[src/rtl/sleep_pkg.sv]
`timescale 1ns/1ps
package sleep_pkg;
  localparam int          INSTR_W  = 16;
  localparam logic [15:0] SLEEP_OP = 16'h0040;

  typedef enum logic [1:0] {
    ST_RUN   = 2'd0,
    ST_ENTER = 2'd1,
    ST_SLEEP = 2'd2
  } state_e;

  typedef enum logic [1:0] {
    SRC_IRQ = 2'd0,
    SRC_NMI = 2'd1,
    SRC_DBG = 2'd2
  } src_e;
endpackage

[src/rtl/sleep_sync.sv]
`timescale 1ns/1ps
module sleep_sync #(
  parameter int WIDTH  = 1,
  parameter int STAGES = 2
) (
  input  logic             clk_i,
  input  logic             rst_ni,
  input  logic [WIDTH-1:0] d_i,
  output logic [WIDTH-1:0] q_o
);
  logic [WIDTH-1:0] stg_q [STAGES];

  generate
    for (genvar s = 0; s < STAGES; s++) begin : g_stage
      always_ff @(posedge clk_i or negedge rst_ni) begin
        if (!rst_ni) stg_q[s] <= '0;
        else if (s == 0) stg_q[s] <= d_i;
        else stg_q[s] <= stg_q[(s == 0) ? 0 : s-1];
      end
    end
  endgenerate

  assign q_o = stg_q[STAGES-1];
endmodule

[src/rtl/sleep_decode.sv]
`timescale 1ns/1ps
module sleep_decode
  import sleep_pkg::*;
(
  input  logic               valid_i,
  input  logic [INSTR_W-1:0] instr_i,
  input  logic               prefix_i,
  output logic               hit_o
);
  // Sleep has no extended form, so a prefixed word is not a sleep
  assign hit_o = valid_i && !prefix_i && (instr_i == SLEEP_OP);
endmodule

[src/rtl/sleep_wake_arb.sv]
`timescale 1ns/1ps
module sleep_wake_arb
  import sleep_pkg::*;
#(
  parameter int NIRQ = 8,
  parameter int ID_W = 3
) (
  input  logic [NIRQ-1:0] irq_s_i,
  input  logic [NIRQ-1:0] irq_en_i,
  input  logic            ie_i,
  input  logic            nmi_s_i,
  input  logic            dbg_s_i,
  output logic            wake_o,
  output logic            take_o,
  output src_e            src_o,
  output logic [ID_W-1:0] id_o
);
  logic [NIRQ-1:0] hit;
  logic            irq_take;

  assign hit      = irq_s_i & irq_en_i;
  assign irq_take = ie_i && (|hit);
  // Masking does not gate wake, only exception entry
  assign wake_o   = (|irq_s_i) || nmi_s_i || dbg_s_i;
  assign take_o   = dbg_s_i || nmi_s_i || irq_take;

  always_comb begin
    if (dbg_s_i)      src_o = SRC_DBG;
    else if (nmi_s_i) src_o = SRC_NMI;
    else              src_o = SRC_IRQ;
  end

  always_comb begin
    id_o = '0;
    for (int i = NIRQ-1; i >= 0; i--) begin
      if (hit[i]) id_o = ID_W'(i);
    end
  end
endmodule

[src/rtl/sleep_ctrl.sv]
`timescale 1ns/1ps
module sleep_ctrl
  import sleep_pkg::*;
#(
  parameter int NIRQ         = 8,
  parameter int ENTRY_CYCLES = 5,
  parameter int SYNC_STAGES  = 2,
  parameter int IRQ_ID_W     = (NIRQ > 1) ? $clog2(NIRQ) : 1
) (
  input  logic                clk_i,
  input  logic                rst_ni,
  input  logic                instr_valid_i,
  input  logic [INSTR_W-1:0]  instr_i,
  input  logic                prefix_i,
  input  logic [NIRQ-1:0]     irq_i,
  input  logic [NIRQ-1:0]     irq_en_i,
  input  logic                ie_i,
  input  logic                nmi_i,
  input  logic                dbg_i,
  output logic                fetch_stall_o,
  output logic                clk_en_o,
  output logic                wake_take_o,
  output logic                wake_resume_o,
  output logic [1:0]          wake_src_o,
  output logic [IRQ_ID_W-1:0] wake_irq_id_o,
  output logic [1:0]          state_o
);
  localparam int             CNT_W    = (ENTRY_CYCLES > 2) ? $clog2(ENTRY_CYCLES) : 1;
  localparam logic [CNT_W-1:0] CNT_LAST = CNT_W'(ENTRY_CYCLES-2);
  localparam int             SYNC_W   = NIRQ + 2;

  state_e               state_q;
  logic [CNT_W-1:0]     cnt_q;
  logic                 take_q, resume_q;
  src_e                 src_q;
  logic [IRQ_ID_W-1:0]  id_q;

  logic                 sleep_hit;
  logic [SYNC_W-1:0]    async_in, sync_out;
  logic [NIRQ-1:0]      irq_s;
  logic                 nmi_s, dbg_s;
  logic                 wake, take;
  src_e                 src;
  logic [IRQ_ID_W-1:0]  id;

  sleep_decode u_dec (
    .valid_i  (instr_valid_i),
    .instr_i  (instr_i),
    .prefix_i (prefix_i),
    .hit_o    (sleep_hit)
  );

  assign async_in = {dbg_i, nmi_i, irq_i};

  sleep_sync #(.WIDTH(SYNC_W), .STAGES(SYNC_STAGES)) u_sync (
    .clk_i  (clk_i),
    .rst_ni (rst_ni),
    .d_i    (async_in),
    .q_o    (sync_out)
  );

  assign irq_s = sync_out[NIRQ-1:0];
  assign nmi_s = sync_out[NIRQ];
  assign dbg_s = sync_out[NIRQ+1];

  sleep_wake_arb #(.NIRQ(NIRQ), .ID_W(IRQ_ID_W)) u_arb (
    .irq_s_i  (irq_s),
    .irq_en_i (irq_en_i),
    .ie_i     (ie_i),
    .nmi_s_i  (nmi_s),
    .dbg_s_i  (dbg_s),
    .wake_o   (wake),
    .take_o   (take),
    .src_o    (src),
    .id_o     (id)
  );

  always_ff @(posedge clk_i or negedge rst_ni) begin
    if (!rst_ni) begin
      state_q  <= ST_RUN;
      cnt_q    <= '0;
      take_q   <= 1'b0;
      resume_q <= 1'b0;
      src_q    <= SRC_IRQ;
      id_q     <= '0;
    end else begin
      take_q   <= 1'b0;
      resume_q <= 1'b0;
      unique case (state_q)
        ST_RUN: begin
          if (sleep_hit) begin
            state_q <= ST_ENTER;
            cnt_q   <= '0;
          end
        end
        ST_ENTER, ST_SLEEP: begin
          if (wake) begin
            // Wake during entry aborts the sequence
            state_q  <= ST_RUN;
            take_q   <= take;
            resume_q <= !take;
            src_q    <= src;
            id_q     <= id;
          end else if (state_q == ST_ENTER) begin
            if (cnt_q == CNT_LAST) state_q <= ST_SLEEP;
            else                   cnt_q   <= cnt_q + 1'b1;
          end
        end
        default: state_q <= ST_RUN;
      endcase
    end
  end

  assign fetch_stall_o = (state_q != ST_RUN);
  assign clk_en_o      = (state_q != ST_SLEEP);
  assign wake_take_o   = take_q;
  assign wake_resume_o = resume_q;
  assign wake_src_o    = src_q;
  assign wake_irq_id_o = id_q;
  assign state_o       = state_q;
endmodule

[config.mk]
export PLATFORM = sky130hd
export DESIGN_NAME = sleep_ctrl
export DESIGN_NICKNAME = d
export VERILOG_FILES = /design/src/rtl/sleep_pkg.sv /design/src/rtl/sleep_sync.sv /design/src/rtl/sleep_decode.sv /design/src/rtl/sleep_wake_arb.sv /design/src/rtl/sleep_ctrl.sv
export SDC_FILE = /design/constraint.sdc
export NUM_CORES = 1
export LEC_CHECK = 0
export BUFFER_PORTS_ARGS = -buffer_cell sky130_fd_sc_hd__buf_2
export CAP_MARGIN = 0
export CORE_MARGIN = 2
export CORE_UTILIZATION = 44
export CTS_CLUSTER_SIZE = 25
export DETAILED_ROUTE_END_ITERATION = 16
export PLACE_DENSITY_LB_ADDON = 0.08
export RECOVER_POWER = 25
export SLEW_MARGIN = 0
export SYNTH_ARGS = -nofsm -noshare
export SYNTH_HDL_FRONTEND = slang
export SYNTH_HIERARCHICAL = 1
export SYNTH_SLANG_ARGS = --single-unit
[constraint.sdc]
create_clock -name clk_i -period 1.8 [get_ports clk_i]
set_clock_uncertainty 0.05 [all_clocks]
set_input_delay 0.27 -clock clk_i [delete_from_list [all_inputs] [get_ports clk_i]]
set_output_delay 0.27 -clock clk_i [all_outputs]
set_load 0.02 [all_outputs]
==> metrics.txt, run 1 <==
placed cell area=1637 sq um; top-count cell post-synth=sky130_fd_sc_hd__dfrtp_1; synthesized net count=around 160; Clock Path Buffers=2; CTS tree=yes; total overflow reported by the global router=0; leakage power of the design=0.9137 nW; Synth top cells by count=sky130_fd_sc_hd__dfrtp_1 (32), sky130_fd_sc_hd__buf_4 (11), sky130_fd_sc_hd__inv_1 (8), sky130_fd_sc_hd__nand2_1 (8), sky130_fd_sc_hd__ha_1 (7); #FFs+latches synth=32; worst voltage drop across the vdd grid=0.5500 mV; CTS Sinks=32; internal cell power=1.569 mW; Placeable Area=3028 sq um; fraction of layout instances using a drive strength above 1=~45%; clock input transition at the sequential cells of the worst setup and hold paths=0.09 ns; ranking of synthesized cells by area=sky130_fd_sc_hd__dfrtp_1 (57%), sky130_fd_sc_hd__ha_1 (6.3%), sky130_fd_sc_hd__buf_4 (5.9%); drc violations=0; ports placed on the boundary=50; chip height=60.39 um; starting density of the core=46.20%; Achievable Freq=588.4 MHz; switching part of the total power=about 30%; Post-synth ARST share=100.0%; Rows=20; die span in x=60.39 um; n_diodes=0; finished layout cell area=1867 sq um; worst setup path endpoint=cnt_q[0]; Worst Hold Slack=0.1803 ns; Worst slew margin=around 55%; outcome=complete, no violations; count of routing violations after the opening detailed-route iteration=25; All-Layer GR Usage=14.23%; final worst-path cycle share=94.42%; Register Area=803.3 sq um; largest net degree at the start of global routing=33; startpoint of the worst setup timing path=u_sync/q_o[7]; global-route wire length before repair=3.712 mm; routed wirelength normalized by instance count=10.87 um; number of buffers added on ports=a little under 50; post-layout minimum cycle time=around 1.7 ns; worst hold path class=in -> reg; number of routed nets with antenna violations=0; via count=975; mean instance size in the synthesized netlist=12.60 sq um; part of the total power dissipated in combinational logic=32.6%; unique cell type count in the Yosys netlist=31; Synth area leader=sky130_fd_sc_hd__dfrtp_1; transition at the pin with the smallest max-transition slack=0.6737 ns; power density over cell area=1194 nW/um^2; count of warnings emitted by yosys=6; Clk Tree Root Cell=sky130_fd_sc_hd__clkbuf_4; # Max-Cap Violations=0; worst reg2reg endpoint=cnt_q[0]; top flip-flop cell by instance count after synthesis=sky130_fd_sc_hd__dfrtp_1; critical path launch point type=flip-flop; CP Data Required Time=1.96 ns; portion of the post-synthesis area used by sequential elements=57.25%; fillers=244; cells after synthesis=111; setup slack, reg-to-reg=0.10 ns; Num CTS Buffers=5; critical path class=reg -> reg; count of placed standard cells in the final layout, fillers left out=~210; overall routed net length=2.326 mm; logic depth of the worst register-to-register path=5; post-synthesis instance area=1399 sq um; start of the worst register-to-register path=u_sync/q_o[7]; instance count after placement with tap cells included=a little under 200; number of antenna violations at the first check in global routing=0; via density per instance=4.556; number of enable flip-flop cells after synthesis=0; area used by multi-input combinational logic=505.5 sq um; kind of end point of the critical path=flip-flop; via count of the first global-routing pass=slightly above 900; clock share of power=26.6%; Worst Min Path Start=ie_i; H-tree levels=2; total of endpoints with negative setup slack in the final report=0; share of power burned in registers=slightly above 40%; total iterations of the first detailed-routing run=4; final hold violation count=0; arrival time of data at the critical path endpoint=1.86 ns; proportion of netlist area held by the largest area contributor=57.25%; routability-driven placement congestion ratio=~0.73; net switching power of the design=~0.66 mW; clock latency of the later-clocked register in the worst-skew pair=~0.32 ns; layout-stage area growth over the synthesis result=33.45%; dpl hpwl=1.792 mm; setup repair after global routing missed its margin=false; Slew Limit Fails=0; Die Footprint=3646 sq um; number of nets at the end of the flow=215; highest net fanout along the worst path=4
[through the flow]
stage               TNS (ns)  util [%]  power (mW)  setup slack [ns]
global placement           0     54.05       1.614           0.02874
CTS                        0     60.83       2.253           0.05561
floorplan                  0         -       1.408           0.04998
global route               0     61.65       2.384           0.01215
finish                     0     61.65       2.228            0.1004
detailed placement  -0.05968     54.05       1.633          -0.04831
[state kept, by name (all words and copies together), names as in the netlist]
name,cells
state_o,2
wake_take_o,1
wake_resume_o,1
u_sync/q_o,10
cnt_q,3
wake_irq_id_o,3
wake_src_o,2
u_sync/stg_q,10
[per-layer routing]
layer	global-route usage (%)	up-vias	part of all wire, %
met3	7.036	0	7.3
met1	17.18	447	44
met4	3.810	0	0
li1	-	491	-
met2	22.83	37	49
met5	0	-	0
[power groups by stage]
| stage | combinational [mW] | clock, mW | sequential (mW) |
|---|---|---|---|
| CTS | 0.725 | 0.617 | 0.911 |
| finish | 0.726 | 0.594 | 0.909 |
| global route | 0.798 | 0.659 | 0.928 |
| floorplan | 0.400 | 0 | 1.01 |
| global placement | 0.695 | 0 | 0.920 |
| detailed placement | 0.706 | 0 | 0.926 |
[area by class of cell]
| cell class | count | area share, % |
|---|---|---|
| repair buffers | 63 | 20.24 |
| multi-input cells | 59 | 27.08 |
| clock inverters | 1 | 1.609 |
| well taps | 44 | 2.949 |
| inverters | 8 | 1.609 |
| clock buffers | 7 | 3.485 |
| flip-flops and latches | 32 | 43.03 |
[worst min path at each step]
| stage | endpoint | cells after the start |
|---|---|---|
| finish | wake_resume_o | 3 |
| global route | wake_resume_o | 3 |
| CTS | wake_resume_o | 3 |
| detailed placement | u_sync/q_o[5] | 0 |
| global placement | u_sync/q_o[5] | 0 |
| floorplan | cnt_q[0] | 0 |
[worst max-delay path: stages (launching register included)]
cell	delay, ns
sky130_fd_sc_hd__dfrtp_1	0.41
sky130_fd_sc_hd__nor4_2	0.32
sky130_fd_sc_hd__nand3_2	0.15
sky130_fd_sc_hd__mux2i_1	0.18
sky130_fd_sc_hd__o2111ai_2	0.16
sky130_fd_sc_hd__mux2_4	0.32
[what timing repair did]
action                                  CTS  global route
endpoints found under the setup margin    0             4
endpoints found under the hold margin    42             0
buffers inserted                          0             0
resized for setup                         0             4
hold buffers                             11             0
[cell usage in the layout (no fill, tap or decap), types with 2 or more instances in the layout]
master                          netlist  layout
sky130_fd_sc_hd__a21oi_1              2       2
sky130_fd_sc_hd__a22o_1               2       2
sky130_fd_sc_hd__buf_2                0      49
sky130_fd_sc_hd__buf_4               11       3
sky130_fd_sc_hd__clkbuf_4             0       5
sky130_fd_sc_hd__clkbuf_8             0       2
sky130_fd_sc_hd__dfrtp_1             32      30
sky130_fd_sc_hd__dfrtp_2              0       2
sky130_fd_sc_hd__dlygate4sd3_1        0      11
sky130_fd_sc_hd__ha_1                 7       7
sky130_fd_sc_hd__inv_1                8       8
sky130_fd_sc_hd__mux2_2               6       6
sky130_fd_sc_hd__mux2i_1              4       4
sky130_fd_sc_hd__nand2_1              8       8
sky130_fd_sc_hd__nand2b_1             2       2
sky130_fd_sc_hd__nand3b_1             2       2
sky130_fd_sc_hd__nor2_1               4       4
sky130_fd_sc_hd__nor2b_1              2       2
sky130_fd_sc_hd__nor4_2               0       2
sky130_fd_sc_hd__nor4b_1              2       2
[logic make-up after synthesis]
logic type,Yosys count,synth area share (%)
DFF,32,57.25
adders and majority gates,7,6.261
muxes,11,8.765
buffers and inverters,20,8.408
AOI/OAI and AO/OA,12,7.693
and+or+nand+nor,29,11.63
No activity file was read; power rests on OpenSTA's default activity.
==> inputs of run 2 (changes only) <==
--- a/config.mk
+++ b/config.mk
@@ -5,9 +5,10 @@
 export SDC_FILE = /design/constraint.sdc
 export NUM_CORES = 1
 export LEC_CHECK = 0
+export ABC_AREA = 1
 export BUFFER_PORTS_ARGS = -buffer_cell sky130_fd_sc_hd__buf_2
 export CAP_MARGIN = 0
-export CORE_MARGIN = 2
+export CORE_MARGIN = 1
 export CORE_UTILIZATION = 44
 export CTS_CLUSTER_SIZE = 25
 export DETAILED_ROUTE_END_ITERATION = 16
==> run 2 against run 1 <==
  * Worst hold slack improved by 0.014 ns
  * Power shrank 2.1%
  * Final area up 2.4%
  * Via count increased by 16%
  * Largest cell class unchanged
  * Count of clock-buffer cells in the layout fell by 2
  * Die area fell by 0.23%
  * Clock power fell by 12%
  * Highest routed layer is now met4
  * Synthesized cell count increased by 41%
  * Sequential power barely moved
  * Sequential share of layout area decreased by 1.1 points
  * Non-clock buffer count shrank 2
  * Critical path depth unchanged
==> metrics.txt, run 2 <==
worst reg2reg endpoint=wake_src_o[0]; total power=2.182 mW (-2.1%); setup repair after global routing missed its margin=false; H-tree levels=2 (unchanged); logic depth of the worst register-to-register path=5 (unchanged); CP Data Required Time=1.96 ns (about the same); mean instance size in the synthesized netlist=9.531 sq um (-24%); setup slack, reg-to-reg=0.1 ns (about the same); cells after synthesis=157 (+41%); post-synthesis instance area=1496 sq um (+7.0%); clock latency of the later-clocked register in the worst-skew pair=0.32 ns (about the same); start of the worst register-to-register path=u_sync/q_o[1]; clock input transition at the sequential cells of the worst setup and hold paths=0.10 ns (about the same); worst voltage drop across the vdd grid=0.4934 mV (-10%); CTS Sinks=32 (unchanged); critical path launch point type=flip-flop; number of antenna violations at the first check in global routing=0 (unchanged); die span in x=60.32 um (-0.12%); count of routing violations after the opening detailed-route iteration=27 (+8.0%); Synth area leader=sky130_fd_sc_hd__dfrtp_1; transition at the pin with the smallest max-transition slack=0.6552 ns (-0.01848 ns); overall routed net length=2.405 mm (+3.4%); n_diodes=0 (unchanged); Worst Hold Slack=0.1938 ns (+0.01355 ns); All-Layer GR Usage=15.45% (+1.2 points); highest routed layer=met4; drc violations=0 (unchanged); Die Footprint=3638 sq um (-0.23%); Post-synth ARST share=100.0% (unchanged); Critical Path, Cell by Cell=nor4_1 > nand4_1 > buf_4 > nand2_4 > mux2_4; cell type of the slowest stage on the worst timing path=sky130_fd_sc_hd__dfrtp_1; via count=1,131 (+16%); unique cell type count in the Yosys netlist=21 (-32%); count of warnings emitted by yosys=6 (unchanged); instance count after placement with tap cells included=239 (+23%); number of nets at the end of the flow=260 (+21%); fraction of layout instances using a drive strength above 1=34.42% (-10 points); global-route wire length before repair=4.071 mm (+9.7%); Clock Path Buffers=2 (unchanged); Synth top cells by count=sky130_fd_sc_hd__nand2_1 (35), sky130_fd_sc_hd__dfrtp_1 (32), sky130_fd_sc_hd__inv_1 (24); Total Negative Setup Slacks=0 ns (unchanged); Min-Delay Path Depth=4 (+1); Clk Tree Root Cell=sky130_fd_sc_hd__clkbuf_4; Rows=20 (unchanged); Achievable Freq=586.9 MHz (-0.26%); sum of routed wire segments on met1=1.030 mm (+1.2%); routed wirelength normalized by instance count=9.286 um (-15%); layout-stage area growth over the synthesis result=27.76%; Worst Hold Path EP=wake_resume_o; routability-driven placement congestion ratio=0.7519 (+3.3%); chip height=60.32 um (-0.12%); final core area utilization=61.12% (-0.53 points); ranking of synthesized cells by area=sky130_fd_sc_hd__dfrtp_1 (54%), sky130_fd_sc_hd__nand2_1 (8.8%), sky130_fd_sc_hd__inv_1 (6.0%); power density over cell area=1141 nW/um^2 (-4.4%); synthesized net count=203 (+29%); Num CTS Buffers=5 (unchanged); length of routed met3 wiring=109 um (-36%); total of endpoints with negative setup slack in the final report=0 (unchanged); Placeable Area=3128 sq um (+3.3%); CP max stage delay=0.39 ns (-0.02 ns); ports placed on the boundary=50 (unchanged); dpl hpwl=1.891 mm (+5.5%); starting density of the core=47.84% (+1.6 points); via count of the first global-routing pass=1,081 (+18%); via density per instance=4.367 (-4.2%); portion of the post-synthesis area used by sequential elements=53.51% (-3.7 points); CTS tree=yes; arrival time of data at the critical path endpoint=1.86 ns (about the same); # Max-Cap Violations=0 (unchanged); total overflow reported by the global router=0 (unchanged); top flip-flop cell by instance count after synthesis=sky130_fd_sc_hd__dfrtp_1; top-count cell post-synth=sky130_fd_sc_hd__nand2_1; highest net fanout along the worst path=7 (+3); largest net degree at the start of global routing=33 (unchanged); final worst-path cycle share=94.67% (+0.25 points); count of placed standard cells in the final layout, fillers left out=259 (+21%); number of routed nets with antenna violations=0 (unchanged); wire length on met2=1.229 mm (+8.0%); kind of end point of the critical path=flip-flop; final hold violation count=0 (unchanged); number of buffers added on ports=49 (unchanged); number of enable flip-flop cells after synthesis=0 (unchanged); #FFs+latches synth=32 (unchanged); outcome=complete, no violations; leakage power of the design=1.074 nW (+17%); Worst Min Path Start=ie_i; proportion of netlist area held by the largest area contributor=53.51% (-3.7 points); Slew Limit Fails=0 (unchanged); most common cell after layout, fill and taps aside=sky130_fd_sc_hd__buf_2; Worst slew margin=56.32% (+1.2 points); worst hold path class=in -> reg; total iterations of the first detailed-routing run=2 (-2); most used cells in the layout excluding fill and tap cells=sky130_fd_sc_hd__buf_2 (49), sky130_fd_sc_hd__nand2_1 (35), sky130_fd_sc_hd__dfrtp_1 (32); post-layout minimum cycle time=1.704 ns (+0.004458 ns); critical path class=reg -> reg
run 2: changes by cell type after synthesis, sizes merged, moves of 3 or more:
| cell | change |
|---|---|
| inv | +18 |
| mux2i | -4 |
| nor2 | +12 |
| nand3 | +7 |
| nor2b | -3 |
| nand2 | +32 |
run 2: worst max-delay path by stage:
stage                  startpoint               end  slack, ns  depth (start not counted)
finish              u_sync/q_o[1]     wake_src_o[0]        0.1                          5
global route        u_sync/q_o[1]  wake_irq_id_o[0]       0.02                          5
floorplan              state_o[0]  wake_irq_id_o[0]       0.20                          4
CTS                 u_sync/q_o[1]          cnt_q[2]       0.15                          8
detailed placement  u_sync/q_o[1]          cnt_q[0]       0.15                          8
global placement    u_sync/q_o[1]  wake_irq_id_o[0]       0.19                          4
run 2: per-layer routing:
metal  vias up  track usage, %
met5         -               0
met4         0           6.977
met3         5           5.195
met2        30           28.10
met1       511           15.88
li1        585               -
run 2: what timing repair did:
action,in CTS,in global routing
setup buffers,0,1
hold buffers,11,0
setup endpoints to repair,0,3
resized for setup,0,0
hold endpoints to repair,42,0
run 2: through the flow:
| step | setup WS (ns) | area [sq um] |
|---|---|---|
| 2_1_floorplan | 0.2021 | 1496 |
| 3_3_place_gp | 0.1881 | 1714 |
| 3_5_place_dp | 0.1513 | 1714 |
| 4_1_cts | 0.1461 | 1904 |
| 5_1_grt | 0.01890 | 1912 |
| 6_report | 0.09599 | 1912 |
run 2: layout make-up:
| class | count | area (sq um) |
|---|---|---|
| tap | 44 | 55.05 |
| inverter | 26 | 97.59 |
| multi-input combinational | 88 | 515.5 |
| sequential | 32 | 800.8 |
| fill | 292 | 1216 |
| timing repair buffer | 61 | 362.8 |
| clock inverter | 3 | 42.54 |
| clock buffer | 5 | 37.54 |
run 2: logic make-up (layout without fill, tap and decap cells):
logic type / Yosys count / in the layout / synth area share [%]
mux: 5 / 5 / 5.017
flops: 32 / 32 / 53.51
fa+ha+maj: 7 / 7 / 5.853
simple gates: 70 / 70 / 20.90
buf+inv: 37 / 95 / 12.04
compound gates: 6 / 6 / 2.675
run 2: where the power goes:
part	internal (mW)	total, mW	leakage (nW)	switching (mW)
Clock	0.290	0.523	0.0412	0.234
Sequential	0.842	0.909	0.388	0.0671
Combinational	0.321	0.749	0.645	0.428
Total	1.45	2.18	1.07	0.729
run 2: worst max-delay path: cells and delay by family (launching register included):
| family | cells | cell delay, ns |
|---|---|---|
| AND/OR/NAND/NOR | 3 | 0.66 |
| flip-flops | 1 | 0.39 |
| multiplexers | 1 | 0.31 |
| buffers and inverters | 1 | 0.19 |
==> inputs of run 3 (changes only) <==
--- a/config.mk
+++ b/config.mk
@@ -14,6 +14,7 @@
 export DETAILED_ROUTE_END_ITERATION = 16
 export PLACE_DENSITY_LB_ADDON = 0.08
 export RECOVER_POWER = 25
+export SETUP_SLACK_MARGIN = 0.15
 export SLEW_MARGIN = 0
 export SYNTH_ARGS = -nofsm -noshare
 export SYNTH_HDL_FRONTEND = slang
==> run 3 against run 2 <==
  * Final area increased by 1.8%
  * Die area unchanged
  * Combinational power rose by 5.5%
  * Sequential share of layout area fell by 0.75 points
  * Cell count up 0.77%
  * Register-to-register slack better by 0.06 ns
  * Setup slack better by 0.060 ns
  * Core utilization increased by 1.1 points
  * Flip-flop and latch count unchanged
  * Critical path depth stayed put
  * Largest cell class unchanged
  * Highest routed layer unchanged
==> metrics.txt, run 3 (synthesis results as in run 2) <==
H-tree levels=2 (unchanged); clock latency of the later-clocked register in the worst-skew pair=0.32 ns (about the same); start of the worst register-to-register path=u_sync/q_o[6]; transition at the pin with the smallest max-transition slack=0.6595 ns (+0.004255 ns); n_diodes=0 (unchanged); worst setup slack after layout=0.1560 ns (+0.05997 ns); number of buffers added on ports=49 (unchanged); Clk Tree Root Cell=sky130_fd_sc_hd__clkbuf_4; Worst Min Path Start=ie_i; final core area utilization=62.24% (+1.1 points); Worst slew margin=56.04% (-0.28 points); CTS Sinks=32 (unchanged); most used cells in the layout excluding fill and tap cells=sky130_fd_sc_hd__buf_2 (49), sky130_fd_sc_hd__nand2_1 (34), sky130_fd_sc_hd__dfrtp_1 (32); kind of end point of the critical path=flip-flop; logic depth of the worst register-to-register path=5 (unchanged); ports placed on the boundary=50 (unchanged); Placeable Area=3128 sq um (unchanged); CP Data Required Time=1.96 ns (about the same); Rows=20 (unchanged); total overflow reported by the global router=0 (unchanged); routed wirelength normalized by instance count=9.322 um (+0.39%); via count=1,146 (+1.3%); Slew Limit Fails=0 (unchanged); global-route wire length before repair=4.084 mm (+0.32%); drc violations=0 (unchanged); number of antenna violations at the first check in global routing=0 (unchanged); most common cell after layout, fill and taps aside=sky130_fd_sc_hd__buf_2; cell type of the slowest stage on the worst timing path=sky130_fd_sc_hd__dfrtp_1; arrival time of data at the critical path endpoint=1.80 ns (-0.06 ns); die span in x=60.32 um (unchanged); highest net fanout along the worst path=7 (unchanged); worst voltage drop across the vdd grid=0.4955 mV (+0.42%); setup repair after global routing missed its margin=true; number of routed nets with antenna violations=0 (unchanged); post-layout minimum cycle time=1.644 ns (-0.05997 ns); CTS tree=yes; All-Layer GR Usage=15.50% (+0.046 points); worst hold path class=in -> reg; largest net degree at the start of global routing=33 (unchanged); total iterations of the first detailed-routing run=2 (unchanged); Critical Path, Cell by Cell=nor4_2 > nand4_1 > buf_4 > nand2_8 > mux2_4; clock input transition at the sequential cells of the worst setup and hold paths=0.10 ns (about the same); fillers=283 (-3.1%); overall routed net length=2.433 mm (+1.2%); # Max-Cap Violations=0 (unchanged); layout-stage area growth over the synthesis result=30.10%; pre-CTS worst setup slack=0.1513 ns (unchanged); via density per instance=4.391 (+0.55%); number of nets at the end of the flow=262 (+0.77%); CP max stage delay=0.41 ns (+0.02 ns); kind of cell with the highest combined delay on the critical path=simple AND/OR/NAND/NOR gates; starting density of the core=47.84% (unchanged); power density over cell area=1143 nW/um^2 (+0.19%); Register Area=800.8 sq um (unchanged); count of routing violations after the opening detailed-route iteration=19 (-30%); Achievable Freq=608.3 MHz (+3.6%); worst reg2reg endpoint=wake_src_o[0]; final hold violation count=0 (unchanged); dpl hpwl=1.891 mm (unchanged); routability-driven placement congestion ratio=0.7519 (unchanged); Min-Delay Path Depth=4 (unchanged); Num CTS Buffers=5 (unchanged); chip height=60.32 um (unchanged); number of buffer and inverter instances along the worst setup path=1 (unchanged); setup slack, reg-to-reg=0.16 ns (+0.06 ns); Total Negative Setup Slacks=0 ns (unchanged); critical path class=reg -> reg; total power=2.226 mW (+2.0%); area used by multi-input combinational logic=535.5 sq um (+3.9%); outcome=complete, no violations; via count of the first global-routing pass=1,084 (+0.28%); final worst-path cycle share=91.34% (-3.3 points); critical path launch point type=flip-flop; Clock Path Buffers=2 (unchanged); fraction of layout instances using a drive strength above 1=36.87% (+2.4 points); leakage power of the design=1.085 nW (+1.0%); Die Footprint=3638 sq um (unchanged); total of endpoints with negative setup slack in the final report=0 (unchanged); Worst Hold Path EP=wake_resume_o
run 3: cell count changes in the layout (fill, tap and decap cells not counted), sizes merged:
cell	change
buf	+2
run 3: power by group:
part           internal, mW  switching [mW]  total (mW)  leakage [nW]
Clock                 0.290           0.234       0.523        0.0412
Sequential            0.842          0.0702       0.912         0.388
Combinational         0.349           0.442       0.790         0.656
run 3: final cells by class:
cell class              count  share of cell area [%]
clock buffers               5                   1.928
repair buffers             63                   19.41
well taps                  44                   2.828
flip-flops and latches     32                   41.13
clock inverters             3                   2.185
multi-input cells          88                   27.51
inverters                  26                   5.013
run 3: through the flow:
step                hold slack [ns]  instances  area (sq um)
global route                 0.2030        261          1947
finish                       0.1938        261          1947
global placement             0.2771        239          1714
floorplan                  -0.07559        157          1496
CTS                          0.1786        258          1911
detailed placement           0.2862        239          1714
run 3: how the worst max path moves through the flow:
| stage | startpoint | to | slack [ns] | depth (start not counted) |
|---|---|---|---|---|
| 2_1_floorplan | state_o[0] | wake_irq_id_o[0] | 0.20 | 4 |
| 3_3_place_gp | u_sync/q_o[1] | wake_irq_id_o[0] | 0.19 | 4 |
| 5_1_grt | u_sync/q_o[6] | wake_irq_id_o[0] | 0.07 | 5 |
| 3_5_place_dp | u_sync/q_o[1] | cnt_q[0] | 0.15 | 8 |
| 4_1_cts | u_sync/q_o[1] | cnt_q[2] | 0.17 | 8 |
| 6_report | u_sync/q_o[6] | wake_src_o[0] | 0.16 | 5 |
run 3: worst reg2reg max path: cells and delay by family (launching register included):
family / cells / cell delay (ns)
AND/OR/NAND/NOR: 3 / 0.58
flip-flops: 1 / 0.41
multiplexers: 1 / 0.30
buffers and inverters: 1 / 0.20
run 3: metal layers:
layer | vias to the layer above | track usage [%] | routed length [um] | share of wire (%)
li1 | 591 | - | - | -
met1 | 520 | 16.02 | 1052 | 43
met2 | 30 | 28.10 | 1236 | 51
met3 | 5 | 5.195 | 109 | 4.5
met4 | 0 | 6.977 | 35 | 1.4
met5 | - | 0 | 0 | 0
run 3: what timing repair did:
action	CTS	global route
setup buffers	0	3
resized for setup	1	4
hold endpoints to repair	42	0
pin swaps	1	2
hold buffers	11	0
endpoints found under the setup margin	7	12
